<file path="config.mk">
export PLATFORM = sky130hd
export DESIGN_NAME = fft_bfly_r2
export DESIGN_NICKNAME = d
export VERILOG_FILES = /design/src/rtl/fft_bfly_pkg.sv /design/src/rtl/fft_bfly_round.sv /design/src/rtl/fft_bfly_cmul.sv /design/src/rtl/fft_bfly_r2.sv
export SDC_FILE = /design/constraint.sdc
export NUM_CORES = 2
export LEC_CHECK = 0
export ABC_AREA = 1
export BUFFER_PORTS_ARGS = -buffer_cell sky130_fd_sc_hd__buf_2
export CORE_ASPECT_RATIO = 1.2
export CORE_MARGIN = 3
export CORE_UTILIZATION = 40
export CTS_CLUSTER_DIAMETER = 100
export DETAILED_ROUTE_END_ITERATION = 16
export PLACE_DENSITY_LB_ADDON = 0.05
export SETUP_SLACK_MARGIN = 0.2
export SYNTH_ARGS = -nofsm -noshare
export SYNTH_HDL_FRONTEND = slang
export SYNTH_SLANG_ARGS = --single-unit
</file>
<file path="constraint.sdc">
create_clock -name clk -period 12.21 [get_ports clk]
set_input_delay 1.221 -clock clk [delete_from_list [all_inputs] [get_ports clk]]
set_output_delay 1.221 -clock clk [all_outputs]
set_load 0.02 [all_outputs]
</file>
<file path="src/rtl/fft_bfly_pkg.sv">
// Shared helpers for the radix-2 butterfly.
// Assumes nothing beyond elaboration-time constant arguments.
package fft_bfly_pkg;

    // Larger of two elaboration-time integers.
    function automatic int imax(input int x, input int y);
        return (x > y) ? x : y;
    endfunction

    // Work step of the single-multiplier sequencer between two enables.
    typedef enum logic [1:0] {
        PH_K1   = 2'd0,
        PH_RE   = 2'd1,
        PH_IDLE = 2'd2
    } mul_phase_e;

endpackage

</file>
<file path="src/rtl/fft_bfly_round.sv">
// Registered convergent rounder: drops FRAC low bits of a signed value with
// round-half-to-even, then keeps the low OW bits. Updates only when en is high.
// Assumes IW > FRAC when FRAC > 0.
module fft_bfly_round #(
    parameter int IW   = 16,
    parameter int FRAC = 0,
    parameter int OW   = 16
) (
    input  logic                 clk,
    input  logic                 rst_n,
    input  logic                 en,
    input  logic signed [IW-1:0] din,
    output logic        [OW-1:0] dout
);
    localparam int EW = fft_bfly_pkg::imax(IW + 1, OW + FRAC + 1);

    logic signed [EW-1:0] ext;
    assign ext = EW'(din);

    generate
        if (FRAC == 0) begin : g_pass
            // Register the value unchanged apart from width.
            always_ff @(posedge clk) begin
                if (!rst_n)  dout <= '0;
                else if (en) dout <= OW'(ext);
            end
        end else begin : g_round
            localparam logic [FRAC-1:0] HALF = FRAC'(1 << (FRAC - 1));
            logic signed [EW-1:0] quo;
            logic                 bump;

            // Integer part and the decision to round it up.
            always_comb begin
                quo  = ext >>> FRAC;
                bump = (din[FRAC-1:0] > HALF) || ((din[FRAC-1:0] == HALF) && quo[0]);
            end

            // Register the rounded value.
            always_ff @(posedge clk) begin
                if (!rst_n)  dout <= '0;
                else if (en) dout <= OW'(quo + EW'(bump));
            end
        end
    endgenerate
endmodule

</file>
<file path="src/rtl/fft_bfly_cmul.sv">
// Complex multiplier p = d * c in three-product form:
//   k1 = cr*(dr+di), k2 = dr*(ci-cr), k3 = di*(cr+ci); re = k1-k3, im = k1+k2.
// The result registers load on en. CLK_PER_EN (1..3) picks how many physical
// multipliers are built. For 2 and 3, the partial products are formed on the
// idle clocks after an enable. This assumes d and c stay stable from one
// enable to the next and that the enable gap is honoured.
module fft_bfly_cmul #(
    parameter int DW         = 16,
    parameter int CW         = 20,
    parameter int CLK_PER_EN = 1
) (
    input  logic                     clk,
    input  logic                     rst_n,
    input  logic                     en,
    input  logic signed [DW-1:0]     d_re,
    input  logic signed [DW-1:0]     d_im,
    input  logic signed [CW-1:0]     c_re,
    input  logic signed [CW-1:0]     c_im,
    output logic signed [DW+CW+2:0]  p_re,
    output logic signed [DW+CW+2:0]  p_im
);
    import fft_bfly_pkg::*;

    localparam int AW = DW + 1;
    localparam int BW = CW + 1;
    localparam int PW = AW + BW;
    localparam int RW = PW + 1;

    logic signed [AW-1:0] d_sum;
    logic signed [BW-1:0] c_sum, c_dif;

    // Pre-adders shared by every variant.
    always_comb begin
        d_sum = AW'(d_re) + AW'(d_im);
        c_sum = BW'(c_re) + BW'(c_im);
        c_dif = BW'(c_im) - BW'(c_re);
    end

    generate
        if (CLK_PER_EN <= 1) begin : g_three
            logic signed [PW-1:0] k1, k2, k3;

            // Three products in parallel.
            always_comb begin
                k1 = PW'(d_sum) * PW'(c_re);
                k2 = PW'(d_re)  * PW'(c_dif);
                k3 = PW'(d_im)  * PW'(c_sum);
            end

            // Load both result parts on every enable.
            always_ff @(posedge clk) begin
                if (!rst_n) begin
                    p_re <= '0;
                    p_im <= '0;
                end else if (en) begin
                    p_re <= RW'(k1) - RW'(k3);
                    p_im <= RW'(k1) + RW'(k2);
                end
            end
        end else if (CLK_PER_EN == 2) begin : g_two
            logic signed [AW-1:0] opa;
            logic signed [BW-1:0] opb;
            logic signed [PW-1:0] m0, m1, k1_r;
            logic signed [RW-1:0] re_r;
            logic                 first_idle;

            // Multiplier 0 forms k2 on the enable clock and k1 otherwise;
            // multiplier 1 always forms k3.
            always_comb begin
                opa = en ? AW'(d_re) : d_sum;
                opb = en ? c_dif     : BW'(c_re);
                m0  = PW'(opa) * PW'(opb);
                m1  = PW'(d_im) * PW'(c_sum);
            end

            // Real part and k1 on the first idle clock; finish on the enable.
            always_ff @(posedge clk) begin
                if (!rst_n) begin
                    first_idle <= 1'b0;
                    k1_r       <= '0;
                    re_r       <= '0;
                    p_re       <= '0;
                    p_im       <= '0;
                end else if (en) begin
                    first_idle <= 1'b1;
                    p_re       <= re_r;
                    p_im       <= RW'(k1_r) + RW'(m0);
                end else begin
                    first_idle <= 1'b0;
                    if (first_idle) begin
                        k1_r <= m0;
                        re_r <= RW'(m0) - RW'(m1);
                    end
                end
            end
        end else begin : g_one
            logic signed [AW-1:0] opa;
            logic signed [BW-1:0] opb;
            logic signed [PW-1:0] m, k1_r;
            logic signed [RW-1:0] re_r;
            mul_phase_e           ph;

            // One multiplier; operands chosen by the step.
            always_comb begin
                if (en) begin
                    opa = AW'(d_re);
                    opb = c_dif;
                end else if (ph == PH_RE) begin
                    opa = AW'(d_im);
                    opb = c_sum;
                end else begin
                    opa = d_sum;
                    opb = BW'(c_re);
                end
                m = PW'(opa) * PW'(opb);
            end

            // k1 on idle 1, real part on idle 2, imaginary on the enable.
            always_ff @(posedge clk) begin
                if (!rst_n) begin
                    ph   <= PH_IDLE;
                    k1_r <= '0;
                    re_r <= '0;
                    p_re <= '0;
                    p_im <= '0;
                end else if (en) begin
                    ph   <= PH_K1;
                    p_re <= re_r;
                    p_im <= RW'(k1_r) + RW'(m);
                end else begin
                    case (ph)
                        PH_K1: begin
                            k1_r <= m;
                            ph   <= PH_RE;
                        end
                        PH_RE: begin
                            re_r <= RW'(k1_r) - RW'(m);
                            ph   <= PH_IDLE;
                        end
                        default: ph <= PH_IDLE;
                    endcase
                end
            end
        end
    endgenerate

    // Direct four-product reference used only by the checks below.
    logic signed [RW-1:0] full_re, full_im;
    always_comb begin
        full_re = RW'(PW'(d_re) * PW'(c_re)) - RW'(PW'(d_im) * PW'(c_im));
        full_im = RW'(PW'(d_re) * PW'(c_im)) + RW'(PW'(d_im) * PW'(c_re));
    end

    AST_PROD_RE: assert property (@(posedge clk) disable iff (!rst_n)
        en |=> (p_re == $past(full_re)));
    AST_PROD_IM: assert property (@(posedge clk) disable iff (!rst_n)
        en |=> (p_im == $past(full_im)));

    generate
        if (CLK_PER_EN > 1) begin : g_gap_chk
            logic [1:0] idle_cnt;

            // Idle clocks since the last enable, saturating at 3.
            always_ff @(posedge clk) begin
                if (!rst_n)              idle_cnt <= 2'd3;
                else if (en)             idle_cnt <= 2'd0;
                else if (idle_cnt != 3)  idle_cnt <= idle_cnt + 2'd1;
            end

            AST_EN_GAP: assert property (@(posedge clk) disable iff (!rst_n)
                en |-> (32'(idle_cnt) >= CLK_PER_EN - 1));
        end
    endgenerate
endmodule

</file>
<file path="src/rtl/fft_bfly_r2.sv">
// Radix-2 decimation-in-frequency butterfly for a streaming FFT stage.
// Enable 1 registers a+b, a-b, c and the marker. Enable 2 registers the
// complex product and the delayed sum. Enable 3 rounds both to OUT_W.
// The caller must honour the CLK_PER_EN enable spacing (1..3).
module fft_bfly_r2 #(
    parameter int IN_W       = 15,
    parameter int CF_W       = 20,
    parameter int OUT_W      = 16,
    parameter int CLK_PER_EN = 1,
    parameter int POST_SHIFT = 0
) (
    input  logic                 clk,
    input  logic                 rst_n,
    input  logic                 en,
    input  logic                 sync_in,
    input  logic [2*IN_W-1:0]    samp_a,
    input  logic [2*IN_W-1:0]    samp_b,
    input  logic [2*CF_W-1:0]    coef,
    output logic [2*OUT_W-1:0]   res_sum,
    output logic [2*OUT_W-1:0]   res_prod,
    output logic                 sync_out
);
    localparam int DW    = IN_W + 1;
    localparam int RW    = DW + CF_W + 3;
    localparam int PFRAC = CF_W - 2 + POST_SHIFT;

    // Index 0 is the real part, index 1 the imaginary part.
    logic signed [IN_W-1:0] a_part [2];
    logic signed [IN_W-1:0] b_part [2];
    logic signed [DW-1:0]   s1_sum [2];
    logic signed [DW-1:0]   s1_dif [2];
    logic signed [DW-1:0]   s2_sum [2];
    logic signed [CF_W-1:0] s1_cre, s1_cim;
    logic signed [RW-1:0]   prod   [2];
    logic [OUT_W-1:0]       sum_o  [2];
    logic [OUT_W-1:0]       prod_o [2];
    logic                   s1_sync, s2_sync;

    // Unpack {real, imag} samples.
    always_comb begin
        a_part[0] = samp_a[2*IN_W-1:IN_W];
        a_part[1] = samp_a[IN_W-1:0];
        b_part[0] = samp_b[2*IN_W-1:IN_W];
        b_part[1] = samp_b[IN_W-1:0];
    end

    // Enable 1: sum, difference, twiddle and marker.
    always_ff @(posedge clk) begin
        if (!rst_n) begin
            for (int k = 0; k < 2; k++) begin
                s1_sum[k] <= '0;
                s1_dif[k] <= '0;
            end
            s1_cre  <= '0;
            s1_cim  <= '0;
            s1_sync <= 1'b0;
        end else if (en) begin
            for (int k = 0; k < 2; k++) begin
                s1_sum[k] <= DW'(a_part[k]) + DW'(b_part[k]);
                s1_dif[k] <= DW'(a_part[k]) - DW'(b_part[k]);
            end
            s1_cre  <= coef[2*CF_W-1:CF_W];
            s1_cim  <= coef[CF_W-1:0];
            s1_sync <= sync_in;
        end
    end

    // Enable 2: complex product of the difference and the twiddle.
    fft_bfly_cmul #(
        .DW(DW), .CW(CF_W), .CLK_PER_EN(CLK_PER_EN)
    ) u_cmul (
        .clk(clk), .rst_n(rst_n), .en(en),
        .d_re(s1_dif[0]), .d_im(s1_dif[1]),
        .c_re(s1_cre), .c_im(s1_cim),
        .p_re(prod[0]), .p_im(prod[1])
    );

    // Enable 2: delay the sum and the marker to match the multiplier.
    always_ff @(posedge clk) begin
        if (!rst_n) begin
            for (int k = 0; k < 2; k++) s2_sum[k] <= '0;
            s2_sync <= 1'b0;
        end else if (en) begin
            for (int k = 0; k < 2; k++) s2_sum[k] <= s1_sum[k];
            s2_sync <= s1_sync;
        end
    end

    // Enable 3: round each part of each result.
    generate
        for (genvar k = 0; k < 2; k++) begin : g_part
            fft_bfly_round #(.IW(DW), .FRAC(POST_SHIFT), .OW(OUT_W)) u_rsum (
                .clk(clk), .rst_n(rst_n), .en(en),
                .din(s2_sum[k]), .dout(sum_o[k])
            );
            fft_bfly_round #(.IW(RW), .FRAC(PFRAC), .OW(OUT_W)) u_rprod (
                .clk(clk), .rst_n(rst_n), .en(en),
                .din(prod[k]), .dout(prod_o[k])
            );
        end
    endgenerate

    // Enable 3: marker leaves with its results.
    always_ff @(posedge clk) begin
        if (!rst_n)  sync_out <= 1'b0;
        else if (en) sync_out <= s2_sync;
    end

    assign res_sum  = {sum_o[0], sum_o[1]};
    assign res_prod = {prod_o[0], prod_o[1]};

    AST_HOLD_DATA: assert property (@(posedge clk) disable iff (!rst_n)
        !en |=> ($stable(res_sum) && $stable(res_prod)));
    AST_HOLD_SYNC: assert property (@(posedge clk) disable iff (!rst_n)
        !en |=> $stable(sync_out));
endmodule

</file>
==> results by group <==
Place
  – Post-Place Worst Slack: 0.2509 ns
  – PortBufs: 168
  – RD Place Congestion: 0.9238
  – Dpl hpwl: 145400 um

Drt
  – Vias: 40050
  – Routed wire length per instance: 21.64 um
  – Antenna Violating Nets Remaining: 0
  – Vias per Instance: 4.988
  – DRC: 0
  – Initial DRC Count: 2318
  – Initial DRT Pass Iterations: 6
  – Aggregate routed wire length: 173800 um

Die
  – Die extent in x: 331.3 um
  – Initial core utilization: 40.50%
  – Row cnt: 142
  – Die ar.: 131300 um2
  – Core region area: 125400 um2
  – I/O pin cnt: 169
  – Chip Height: 396.4 um

Synth
  – Post-synthesis cell type count: 62
  – Post-synth top area share: 39.80%
  – FF+latch count, synth: 269
  – Sequential area share after synthesis: 12.45%
  – Gate Count Post-Synth: 6120
  – Top cells by count, synth: 1457 x inv_1, 1081 x nand2_1, 1010 x fa_1
  – Cell taking the most area after synthesis: fa_1
  – Syn Area/Cell: 8.301 um2
  – Yosys warnings: 0
  – EDFF count, synth: 94
  – Post-Synthesis Net Count: 7633
  – Synth area leaders: fa_1 40%, inv_1 11%, ha_1 9.8%
  – Cell with the most instances after synthesis: inv_1
  – Post-synth top flop: dfxtp_1
  – Mapped Area: 50800 um2
  – Fraction of registers with async set/reset: 0%

STA
  – Setup-failing EPs final: 0
  – Period utilization: 94.84%
  – F_max: 0.08636 GHz
  – Final hold vios: 0
  – Total negative slack: 0 ns
  – Pins Over Slew Limit: 0
  – RSZ-0062 raised after global routing: false
  – Slew HR: 31.23%
  – Setup ws final: 0.6306 ns
  – Layout Skew: 0.04723 ns
  – Min Tclk post-route: 11.58 ns
  – Worst-Margin Slew: 1.030 ns

Clocking
  – Clk sink count: 269
  – Root Buffer: clkbuf_16
  – CTS Hold Bufs: 0
  – CTS tree: done
  – Clk slew on worst S/H paths: 0.06 ns
  – Clk Latency, worst-skew pair: 0.61 ns
  – Htree depth: 2
  – Clk buf depth: 3
  – Total CTS buffers: 37

Critical path
  – R2R Setup Slk: 0.63 ns
  – FF-to-FF path depth: 52
  – Crit path to: u_cmul.p_re[28]
  – Setup crit start: s1_dif[0][5]
  – Most frequent CP cell: inv_1
  – Worst R2R Start: s1_dif[0][5]
  – Setup crit end kind: flop
  – Critical path's slowest cell: fa_1
  – Max stage delay on crit path: 0.52 ns
  – Worst EP required: 12.64 ns
  – Crit Path Max Fanout: 12
  – Worst Path Arrival: 12.01 ns
  – WS Path Type: flop to flop
  – Type of origin of the critical path: flop
  – FF-to-FF End: u_cmul.p_re[28]

Outcome
  – Outcome: finished clean

Global routing
  – Pin count of the biggest net entering global routing: 125
  – Overflow after GRT: 0
  – Vias in the first global route: 42780
  – First-pass GRT wire length: 266000 um
  – GRT Total Usage: 26.78%
  – Antenna violations before repair: 1

Min path
  – Worst hold path class: flop to flop
  – Hold_sp: g_part[1].u_rprod.dout[7]

Finish
  – Nets: 7861
  – Area Growth Syn to Fin: 10.82%
  – Filler instances: 12800
  – Layout cells sized above 1: 10.01%

Run
  – Max-cap violation count: 0
repair_timing:
item	CTS	global route
pin swaps	0	28
resized for setup	1	117
endpoints found under the setup margin	1	25
buffers inserted	0	27
worst max-delay path: cells and delay by family, from the launching register on:
family	cells	cell delay [ns]
AOI/OAI and AO/OA	15	2.14
xor gates and xnor gates	1	0.32
adders and majority gates	14	6.18
buffers and inverters	14	1.33
DFF	1	0.41
and+or+nand+nor	8	1.03
stage by stage:
step,area (um2),hold slack [ns],cells,util [%]
floorplan,50800,0.4231,6120,-
global route,56290,0.4706,8028,44.88
detailed placement,54340,0.4435,7938,43.32
global placement,54340,0.4391,7938,43.32
finish,56300,0.4528,8030,44.88
CTS,55520,0.4562,8001,44.27
per-layer routing:
layer	track usage, %	wire, um	up-vias
met1	34.70	74500	20100
met3	3.048	7745	227
li1	-	-	18750
met4	9.296	7214	0
met2	46.47	84320	985
met5	0	0	-
cells by family after synthesis:
family          synth area share, %
fa+ha+maj                     49.63
compound gates                8.290
mux                         0.03941
simple gates                  15.33
flops                         12.45
xor+xnor                      1.625
buf+inv                       12.64
layout by cell type (no fill, tap or decap), drive strengths merged, types with 6 or more instances in the layout:
cell         n
edfxtp      94
o21a        20
clkbuf      46
clkinv      42
a21o         8
dfxtp      175
a21oi      274
ha         399
a32o        15
or2         39
nor4        15
a31oi       19
a21boi      11
a22o        59
o31ai       12
xnor2       31
clkinvlp     6
fa        1010
o21ai      242
nor3        28
nand4       14
nand3       99
o21bai      23
nand2     1093
nor2       654
xor2        59
inv       1481
buf        369
registers in the layout (all words and copies together) (netlist names), 20 cells and up:
register,flops
u_cmul.p_im,34
s1_dif,32
s1_sum,30
s1_cim,20
u_cmul.p_re,34
g_part.u_rsum.dout,32
s2_sum,32
s1_cre,20
g_part.u_rprod.dout,32
layout make-up:
| cell class | count | area [um2] | area share [%] |
|---|---|---|---|
| inverter | 1514 | 5712 | 10.15 |
| multi-input combinational | 4157 | 38640 | 68.63 |
| timing repair buffer | 369 | 2374 | 4.216 |
| tap | 1656 | 2072 | 3.680 |
| sequential | 269 | 6326 | 11.24 |
| clock buffer | 46 | 999.7 | 1.776 |
| antenna | 2 | 5.005 | 0.008890 |
| clock inverter | 17 | 175.2 | 0.3111 |
how the worst min path moves through the flow:
stage / end / slack (ns) / depth (start not counted)
after CTS: g_part[1].u_rprod.dout[7] / 0.46 / 2
after global placement: g_part[0].u_rprod.dout[0] / 0.44 / 2
final: g_part[1].u_rprod.dout[7] / 0.45 / 2
after global routing: g_part[0].u_rprod.dout[0] / 0.47 / 2
after detailed placement: g_part[1].u_rprod.dout[7] / 0.44 / 2
after floorplan: u_cmul.p_im[16] / 0.42 / 2
Power is left out: the tool's default activity adds up to more than one toggle a clock period on the data nets, which glitch-free logic cannot reach.
